## config.mk

```make
export PLATFORM = sky130hd
export DESIGN_NAME = bam_led_driver
export DESIGN_NICKNAME = d
export VERILOG_FILES = /design/src/rtl/bam_pkg.sv /design/src/rtl/bam_plane_store.sv /design/src/rtl/bam_sequencer.sv /design/src/rtl/bam_out_reg.sv /design/src/rtl/bam_led_driver.sv
export SDC_FILE = /design/constraint.sdc
export NUM_CORES = 1
export LEC_CHECK = 0
export BUFFER_PORTS_ARGS = -buffer_cell sky130_fd_sc_hd__buf_2
export CAP_MARGIN = 15
export CORE_MARGIN = 3
export CORE_UTILIZATION = 36
export CTS_BUF_LIST = sky130_fd_sc_hd__clkbuf_8
export CTS_CLUSTER_SIZE = 20
export DETAILED_ROUTE_END_ITERATION = 10
export GPL_ROUTABILITY_DRIVEN = 0
export GPL_TIMING_DRIVEN = 0
export HOLD_SLACK_MARGIN = 0.03
export PLACE_DENSITY = 0.59
export SYNTH_ARGS = -nofsm -noshare
export SYNTH_HDL_FRONTEND = slang
export SYNTH_SLANG_ARGS = --single-unit
```

## constraint.sdc

```tcl
create_clock -name clk_i -period 3.4 [get_ports clk_i]
set_clock_uncertainty 0.1 [all_clocks]
set_input_delay 0 -clock clk_i [delete_from_list [all_inputs] [get_ports clk_i]]
set_output_delay 0 -clock clk_i [all_outputs]
set_load 0.02 [all_outputs]
```

## src/rtl/bam_pkg.sv

```systemverilog
package bam_pkg;
  localparam int unsigned DEF_CH_N = 8;
  localparam int unsigned DEF_BITS = 8;

  typedef enum logic [0:0] {
    SEQ_HOLD = 1'b0,
    SEQ_ADV  = 1'b1
  } seq_step_e;
endpackage

```

## src/rtl/bam_plane_store.sv

```systemverilog
module bam_plane_store #(
  parameter int unsigned CH_N  = bam_pkg::DEF_CH_N,
  parameter int unsigned BITS  = bam_pkg::DEF_BITS,
  localparam int unsigned IDX_W = $clog2(CH_N),
  localparam int unsigned POS_W = $clog2(BITS)
) (
  input  logic             clk_i,
  input  logic             rst_ni,
  input  logic             wr_en_i,
  input  logic [IDX_W-1:0] wr_idx_i,
  input  logic [BITS-1:0]  wr_val_i,
  input  logic [POS_W-1:0] rd_pos_i,
  output logic [CH_N-1:0]  rd_plane_o
);
  // plane_q[n][k] = bit n of channel k
  logic [BITS-1:0][CH_N-1:0] plane_q;

  always_ff @(posedge clk_i or negedge rst_ni) begin
    if (!rst_ni) begin
      plane_q <= '0;
    end else if (wr_en_i) begin
      for (int p = 0; p < int'(BITS); p++) begin
        for (int c = 0; c < int'(CH_N); c++) begin
          if (wr_idx_i == IDX_W'(c)) plane_q[p][c] <= wr_val_i[p];
        end
      end
    end
  end

  // registered store read before update: a same-cycle write is invisible
  assign rd_plane_o = plane_q[rd_pos_i];
endmodule

```

## src/rtl/bam_sequencer.sv

```systemverilog
module bam_sequencer #(
  parameter int unsigned BITS  = bam_pkg::DEF_BITS,
  localparam int unsigned POS_W = $clog2(BITS)
) (
  input  logic             clk_i,
  input  logic             rst_ni,
  input  logic             tick_i,
  output logic             adv_o,
  output logic [POS_W-1:0] nxt_pos_o,
  output logic [POS_W-1:0] pos_o,
  output logic [BITS-1:0]  mask_o,
  output logic [BITS-1:0]  cnt_o
);
  import bam_pkg::*;

  localparam logic [BITS-1:0] MASK_FIRST = BITS'(1);

  logic [BITS-1:0]  mask_q, mask_d;
  logic [POS_W-1:0] pos_q, pos_d;
  logic [BITS-1:0]  cnt_q, cnt_d;
  seq_step_e        step;

  // slice ends on the tick that takes the counter to zero
  assign step = (tick_i && cnt_q == BITS'(1)) ? SEQ_ADV : SEQ_HOLD;

  always_comb begin
    mask_d = mask_q;
    pos_d  = pos_q;
    cnt_d  = cnt_q;
    if (step == SEQ_ADV) begin
      if (mask_q[BITS-1]) begin
        mask_d = MASK_FIRST;
        pos_d  = '0;
      end else begin
        mask_d = mask_q << 1;
        pos_d  = pos_q + 1'b1;
      end
      cnt_d = mask_d;
    end else if (tick_i) begin
      cnt_d = cnt_q - 1'b1;
    end
  end

  always_ff @(posedge clk_i or negedge rst_ni) begin
    if (!rst_ni) begin
      mask_q <= MASK_FIRST;
      pos_q  <= '0;
      cnt_q  <= BITS'(1);
    end else begin
      mask_q <= mask_d;
      pos_q  <= pos_d;
      cnt_q  <= cnt_d;
    end
  end

  assign adv_o     = (step == SEQ_ADV);
  assign nxt_pos_o = pos_d;
  assign pos_o     = pos_q;
  assign mask_o    = mask_q;
  assign cnt_o     = cnt_q;
endmodule

```

## src/rtl/bam_out_reg.sv

```systemverilog
module bam_out_reg #(
  parameter int unsigned CH_N = bam_pkg::DEF_CH_N
) (
  input  logic            clk_i,
  input  logic            rst_ni,
  input  logic            load_i,
  input  logic [CH_N-1:0] plane_i,
  output logic [CH_N-1:0] led_o
);
  logic [CH_N-1:0] led_q;

  always_ff @(posedge clk_i or negedge rst_ni) begin
    if (!rst_ni)     led_q <= '0;
    else if (load_i) led_q <= plane_i;
  end

  assign led_o = led_q;
endmodule

```

## src/rtl/bam_led_driver.sv

```systemverilog
module bam_led_driver #(
  parameter int unsigned CH_N = bam_pkg::DEF_CH_N,
  parameter int unsigned BITS = bam_pkg::DEF_BITS,
  localparam int unsigned IDX_W = $clog2(CH_N),
  localparam int unsigned POS_W = $clog2(BITS)
) (
  input  logic             clk_i,
  input  logic             rst_ni,
  input  logic             tick_i,
  input  logic             wr_en_i,
  input  logic [IDX_W-1:0] wr_idx_i,
  input  logic [BITS-1:0]  wr_val_i,
  output logic [CH_N-1:0]  led_o
);
  logic             adv;
  logic [POS_W-1:0] nxt_pos, pos;
  logic [BITS-1:0]  mask, cnt;
  logic [CH_N-1:0]  plane;

  bam_sequencer #(.BITS(BITS)) u_seq (
    .clk_i     (clk_i),
    .rst_ni    (rst_ni),
    .tick_i    (tick_i),
    .adv_o     (adv),
    .nxt_pos_o (nxt_pos),
    .pos_o     (pos),
    .mask_o    (mask),
    .cnt_o     (cnt)
  );

  bam_plane_store #(.CH_N(CH_N), .BITS(BITS)) u_store (
    .clk_i      (clk_i),
    .rst_ni     (rst_ni),
    .wr_en_i    (wr_en_i),
    .wr_idx_i   (wr_idx_i),
    .wr_val_i   (wr_val_i),
    .rd_pos_i   (nxt_pos),
    .rd_plane_o (plane)
  );

  bam_out_reg #(.CH_N(CH_N)) u_out (
    .clk_i   (clk_i),
    .rst_ni  (rst_ni),
    .load_i  (adv),
    .plane_i (plane),
    .led_o   (led_o)
  );
endmodule

```

==> results of run 1 <==
-- final timing paths --
kind / start / endpoint
worst max-delay path: u_seq.cnt_o[0] / u_out.led_o[6]
worst min-delay path: rst_ni / u_seq.cnt_o[0]
worst max register to register: u_seq.cnt_o[0] / u_out.led_o[6]
worst min register to register: u_seq.mask_o[0] / u_seq.mask_o[0]
max in group asynchronous: rst_ni / u_store.plane_q[4]
min in group clk_i: wr_idx_i[0] / u_store.plane_q[57]
-- cell usage after synthesis --
library cell | number | area share
a311oi_1 | 5 | 0.0099
xnor2_1 | 1 | 0.0020
ha_1 | 3 | 0.0085
and4bb_1 | 1 | 0.0028
dfrtp_1 | 89 | 0.50
mux2i_1 | 8 | 0.018
nor3b_1 | 2 | 0.0034
a2111oi_0 | 6 | 0.012
a21oi_1 | 9 | 0.010
nor4b_2 | 1 | 0.0034
buf_6 | 2 | 0.0051
a21boi_0 | 6 | 0.010
a32o_1 | 1 | 0.0023
nand2b_1 | 5 | 0.0071
nand4bb_1 | 2 | 0.0051
nand3_1 | 28 | 0.032
nand4b_1 | 3 | 0.0059
nor2_1 | 17 | 0.014
mux2_2 | 66 | 0.17
nor4b_1 | 1 | 0.0020
a22o_1 | 8 | 0.016
nor4_1 | 6 | 0.0085
o21ai_0 | 25 | 0.028
nand2_1 | 30 | 0.025
or4_4 | 2 | 0.0051
dfstp_2 | 2 | 0.012
a22oi_1 | 1 | 0.0017
buf_1 | 1 | 0.00085
or4_1 | 2 | 0.0034
or3b_1 | 5 | 0.0099
nand4_1 | 4 | 0.0056
a2111o_1 | 2 | 0.0051
clkbuf_1 | 20 | 0.017
and2_1 | 1 | 0.0014
xor2_1 | 1 | 0.0020
or4bb_1 | 5 | 0.013
nor3_2 | 1 | 0.0023
a31o_2 | 1 | 0.0020
inv_1 | 13 | 0.011
and3_1 | 2 | 0.0028
nor3_1 | 3 | 0.0034
-- state kept, by name, indices dropped and copies added (netlist names) --
name and count:
u_store.plane_q 64, u_out.led_o 8, u_seq.cnt_o 8, u_seq.mask_o 8, u_seq.pos_o 3
-- cell usage in the layout (no fill, tap or decap), types with 3 or more instances in the layout --
cell,Yosys,routed
a2111oi_0,6,6
a21boi_0,6,6
a21oi_1,9,9
a22o_1,8,8
a311oi_1,5,5
buf_2,0,18
buf_4,0,3
clkbuf_1,20,20
clkbuf_8,0,11
dfrtp_1,89,89
dlygate4sd3_1,0,11
ha_1,3,3
inv_1,13,14
mux2_2,66,66
mux2i_1,8,8
nand2_1,30,30
nand2b_1,5,5
nand3_1,28,28
nand4_1,4,4
nand4b_1,3,3
nor2_1,17,17
nor3_1,3,3
nor4_1,6,5
o21ai_0,25,25
or3b_1,5,5
or4bb_1,5,5
-- cell type report --
class,count,area (µm²)
multi-input cells,264,2007
plain buffers,23,101.3
clock buffers,11,151.4
clock inverters,5,36.28
repair buffers,33,250.2
flip-flops and latches,91,2280
well taps,143,178.9
inverters,13,48.80
fillers,1134,6658
-- kinds of logic after synthesis --
logic type | after synthesis
AOI/OAI and AO/OA | 64
xor gates and xnor gates | 2
adders and majority gates | 3
buffers and inverters | 36
DFF | 91
muxes | 74
and+or+nand+nor | 121
-- power by group through the flow --
stage	logic [mW]	clock network (mW)	registers [mW]
final	0.720	0.704	1.48
after global routing	0.800	0.783	1.51
after CTS	0.720	0.727	1.47
after detailed placement	0.706	0	1.49
after global placement	0.680	0	1.48
after floorplan	0.493	0	1.48
-- metal layers --
layer | wire, µm | vias to the layer above | track usage | part of all wire
li1 | - | 1520 | - | -
met1 | 4828 | 1602 | 0.2223 | 0.46
met2 | 5049 | 55 | 0.2601 | 0.48
met3 | 461 | 16 | 0.04884 | 0.044
met4 | 148 | 0 | 0.04052 | 0.014
met5 | 0 | - | 0 | 0
-- metrics by stage --
step / utilization / total power [mW] / instances
after global routing: 0.4315 / 3.096 / 583
after detailed placement: 0.4051 / 2.200 / 555
after floorplan: - / 1.969 / 391
final: 0.4315 / 2.903 / 583
after global placement: 0.4009 / 2.164 / 551
after CTS: 0.4306 / 2.918 / 582
-- what timing repair did --
item,CTS,global route
endpoints found under the setup margin,0,1
resized for setup,0,1
endpoints found under the hold margin,159,0
hold buffers,11,0
==> out/qor.txt, run 1 <==
Ports -> 23
CP Buf/Inv Count -> 1
synthesized cell area -> 4430 µm²
Clock transition at path regs -> 90 ps
crit path kind -> flip-flop to flip-flop
Static Leakage -> 2.214 nW
Syn Nets -> 409
Vias -> 3193
PnR worst setup slack -> 301.0 ps
Tightest Hold Check Type -> input pin to async pin
CP top delay family -> simple AND/OR/NAND/NOR gates
Cells after Synth -> 391
worst-path fanout max -> 10
worst slack, placed -> 135.2 ps
FF+latch count, synth -> 91
Routed Antenna Nets -> 0
outcome -> finished, final reports clean
critical path endpoint category -> flip-flop
largest family of logic cells by synthesized area -> multiplexers
post-synthesis sequential area ratio -> 0.5145
DR WL/cell -> 17.99 µm
number of iterations in the first detailed-routing pass -> 4
Synth cell types -> 41
die area -> 13670 µm²
Slew Viols, Final -> 0
vias per cell -> 5.477
chip width -> 116.9 µm
slowest stage delay, CP -> 810 ps
Slowest-stage cell, CP -> nor3_2
CTS tree -> done
arrival time of the worst setup path -> 3250 ps
clk buf depth -> 2
final hold vios -> 0
compound-gate portion of the synthesized area -> 0.09715
Gate power share -> 0.248
clock power share -> 0.242
initial antenna violation count -> 0
fin nets -> 453
post-CTS setup buffers -> 0
P_sw -> 0.9347 mW
worst rel slew slack -> 0.3376
fin crit share -> 0.9115
share of cells above drive strength 1 -> 0.2568
Net Sw Frac -> 0.3219
Synth-to-Final Area Change -> 14.06%
first-pass GRT wire length -> 17.15 mm
Iteration-0 DRC Markers -> 196
worst slew pin tran -> 990.4 ps
post-synthesis mux area share -> 0.1858
I/O Buffers -> 17
CP Launch Type -> flip-flop
clk_lat worst skew -> 370 ps
GRT overflow -> 0
placed cell area -> 4745 µm²
depth of the CTS H-tree -> 3
Flop pwr share -> 0.510
pin count of the biggest net entering global routing -> 70
Adder-Cell Fraction of Synth Area -> 0.008472
Post-Synth XOR/XNOR Area -> 0.003954
unrepaired setup endpoints after global routing -> no
Worst EP required -> 3550 ps
synth warn -> 0
number of diodes -> 0
Final Cell Area -> 5054 µm²
Residual DRC -> 0
Fmax achieved -> 322.7 MHz
PD cells -> 574.5 nW/µm²
critical path depth -> 7
Hold WS -> 46.52 ps
Core Area -> 11710 µm²
Die Ht -> 116.9 µm
TritonCTS Sinks -> 91
total global-route track usage -> 0.1642
clock root cell -> clkbuf_8
# setup viols final -> 0
VDD IR-drop max -> 0.3488 mV
hpwl dp -> 7.331 mm
register-to-register setup slack -> 300 ps
Final min period -> 3099 ps
Initial Util -> 0.3783
cts bufs inserted -> 9
setup_tns -> 0 ps
row count -> 39
Synth Area per Inst -> 11.33 µm²
R2R cell count -> 7
simple-gate portion of the synthesized area -> 0.1562
Max Cap Viol -> 0
WL final -> 10.49 mm
crit path cell chain -> ha_1 -> nand4bb_1 -> clkbuf_1 -> nor3_2 -> mux2_2 -> o21ai_0 -> or3b_1
vias in the first global route -> 3198
internal power -> 1.969 mW
(Power assumes the default switching activity.)
==> run 2: changes to the inputs <==
==> constraint.sdc (replaced) <==
create_clock -name clk_i -period 3.2 [get_ports clk_i]
set_clock_uncertainty 0.1 [all_clocks]
set_input_delay 0 -clock clk_i [delete_from_list [all_inputs] [get_ports clk_i]]
set_output_delay 0 -clock clk_i [all_outputs]
set_load 0.02 [all_outputs]
==> run 2 against run 1 <==
Compared with the run above: power grew 6.4%; first-iteration DRC count shrank 11%; worst hold slack lost 1.6 ps; largest power group unchanged.
==> out/qor.txt, run 2 (synthesized netlist as in run 1, its figures left out) <==
GRT overflow -> 0 (unchanged)
slowest stage delay, CP -> 710 ps (was 810 ps)
Slew Viols, Final -> 0 (unchanged)
Final min period -> 2979 ps (was 3099 ps)
share of cells above drive strength 1 -> 0.2591 (was 0.2568)
Core Area -> 11710 µm² (unchanged)
Initial Util -> 0.3783 (unchanged)
VDD IR-drop max -> 0.3709 mV (was 0.3488 mV)
first-pass GRT wire length -> 17.24 mm (was 17.15 mm)
DR WL/cell -> 18.02 µm (was 17.99 µm)
largest register by flop count -> u_store.plane_q (unchanged)
Power, Total -> 3.090 mW (was 2.903 mW)
cts bufs inserted -> 9 (unchanged)
final hold vios -> 0 (unchanged)
I/O Buffers -> 17 (unchanged)
chip width -> 116.9 µm (unchanged)
vias per cell -> 5.484 (was 5.477)
worst rel slew slack -> 0.3412 (was 0.3376)
Synth-to-Final Area Change -> 14.23% (was 14.06%)
commonest non-fill, non-tap cells in the layout -> 89 x dfrtp_1, 66 x mux2_2, 30 x nand2_1 (unchanged)
max FFs per register -> 64 (unchanged)
vias in the first global route -> 3221 (was 3198)
fin crit share -> 0.9309 (was 0.9115)
Max Cap Viol -> 0 (unchanged)
die area -> 13670 µm² (unchanged)
number of iterations in the first detailed-routing pass -> 4 (unchanged)
Residual DRC -> 0 (unchanged)
PnR worst setup slack -> 221.2 ps (was 301.0 ps)
worst slack, placed -> -64.81 ps (was 135.2 ps)
# setup viols final -> 0 (unchanged)
PD cells -> 610.6 nW/µm² (was 574.5 nW/µm²)
Die Ht -> 116.9 µm (unchanged)
depth of the CTS H-tree -> 3 (unchanged)
setup_tns -> 0 ps (unchanged)
total global-route track usage -> 0.1651 (was 0.1642)
fin nets -> 453 (unchanged)
arrival time of the worst setup path -> 3120 ps (was 3250 ps)
hpwl dp -> 7.331 mm (unchanged)
crit path kind -> flip-flop to flip-flop (unchanged)
critical path endpoint category -> flip-flop (unchanged)
CTS tree -> done (unchanged)
crit path cell chain -> nor4_2 -> nand2_1 -> clkbuf_1 -> clkbuf_1 -> nand2_1 -> nand4_1 -> or4_1 (was ha_1 -> nand4bb_1 -> clkbuf_1 -> nor3_2 -> mux2_2 -> o21ai_0 -> or3b_1)
Iteration-0 DRC Markers -> 174 (was 196)
Routed Antenna Nets -> 0 (unchanged)
CP Launch Type -> flip-flop (unchanged)
Ports -> 23 (unchanged)
unrepaired setup endpoints after global routing -> no (unchanged)
TritonCTS Sinks -> 91 (unchanged)
number of diodes -> 0 (unchanged)
Vias -> 3197 (was 3193)
row count -> 39 (unchanged)
initial antenna violation count -> 0 (unchanged)
Slowest-stage cell, CP -> nor4_2 (was nor3_2)
outcome -> finished, final reports clean (unchanged)
Tightest Hold Check Type -> input pin to async pin (unchanged)
Static Leakage -> 2.217 nW (was 2.214 nW)
Clock transition at path regs -> 90 ps (about the same)
worst slew pin tran -> 985.0 ps (was 990.4 ps)
clk buf depth -> 2 (unchanged)
Hold WS -> 44.91 ps (was 46.52 ps)
WL final -> 10.51 mm (was 10.49 mm)
clk_lat worst skew -> 380 ps (was 370 ps)
Fmax achieved -> 335.7 MHz (was 322.7 MHz)
worst-path fanout max -> 10 (unchanged)
most common cell after layout, fill and taps aside -> dfrtp_1 (unchanged)
clock root cell -> clkbuf_8 (unchanged)
pin count of the biggest net entering global routing -> 70 (unchanged)
Worst EP required -> 3340 ps (was 3550 ps)
run 2: area by class of cell:
type	count	area, µm²
Inverter	13	48.80
Sequential cell	91	2280
Multi-Input combinational cell	264	2013
Timing Repair Buffer	33	250.2
Tap cell	143	178.9
Fill cell	1134	6650
Clock buffer	11	151.4
Clock inverter	5	36.28
Buffer	23	102.6
run 2: final timing paths:
check	start	endpoint	slack, ps	cells past startpoint
worst max-delay path	u_seq.cnt_o[4]	u_out.led_o[4]	220	7
worst min-delay path	rst_ni	u_seq.cnt_o[0]	40	2
worst max register to register	u_seq.cnt_o[4]	u_out.led_o[4]	220	7
worst min register to register	u_seq.mask_o[0]	u_seq.mask_o[0]	380	2
max in group asynchronous	rst_ni	u_store.plane_q[4]	1570	3
min in group clk_i	wr_idx_i[0]	u_store.plane_q[57]	70	4
run 2: metal layers:
layer	global-route usage	routed length, µm
met5	0	0
met4	0.04205	144
met3	0.05193	510
met2	0.2624	5011
met1	0.2203	4841
run 2: power by group:
part / switching, mW / internal, mW / total [mW]
Sequential: 0.170 / 1.40 / 1.57
Combinational: 0.404 / 0.364 / 0.768
Clock: 0.423 / 0.326 / 0.750
Total: 0.998 / 2.09 / 3.09
run 2: critical path, delay by kind of cell, from the launching register on:
family	cells	cell delay [ps]
AND/OR/NAND/NOR	5	1660
buffers and inverters	2	610
flip-flops	1	470
run 2: through the flow:
stage                     area, µm²  std cells    util
after global routing           5061        583  0.4322
after global placement         4695        551  0.4009
after detailed placement       4745        555  0.4051
final                          5061        583  0.4322
after floorplan                4431        391       -
after CTS                      5049        582  0.4311
run 2: repair_timing:
item / in CTS / in global routing
pin swaps: 0 / 0
setup buffers: 0 / 0
cloned: 0 / 0
hold buffers: 11 / 0
gates resized for setup: 1 / 3
endpoints found under the hold margin: 159 / 0
setup endpoints to repair: 1 / 7
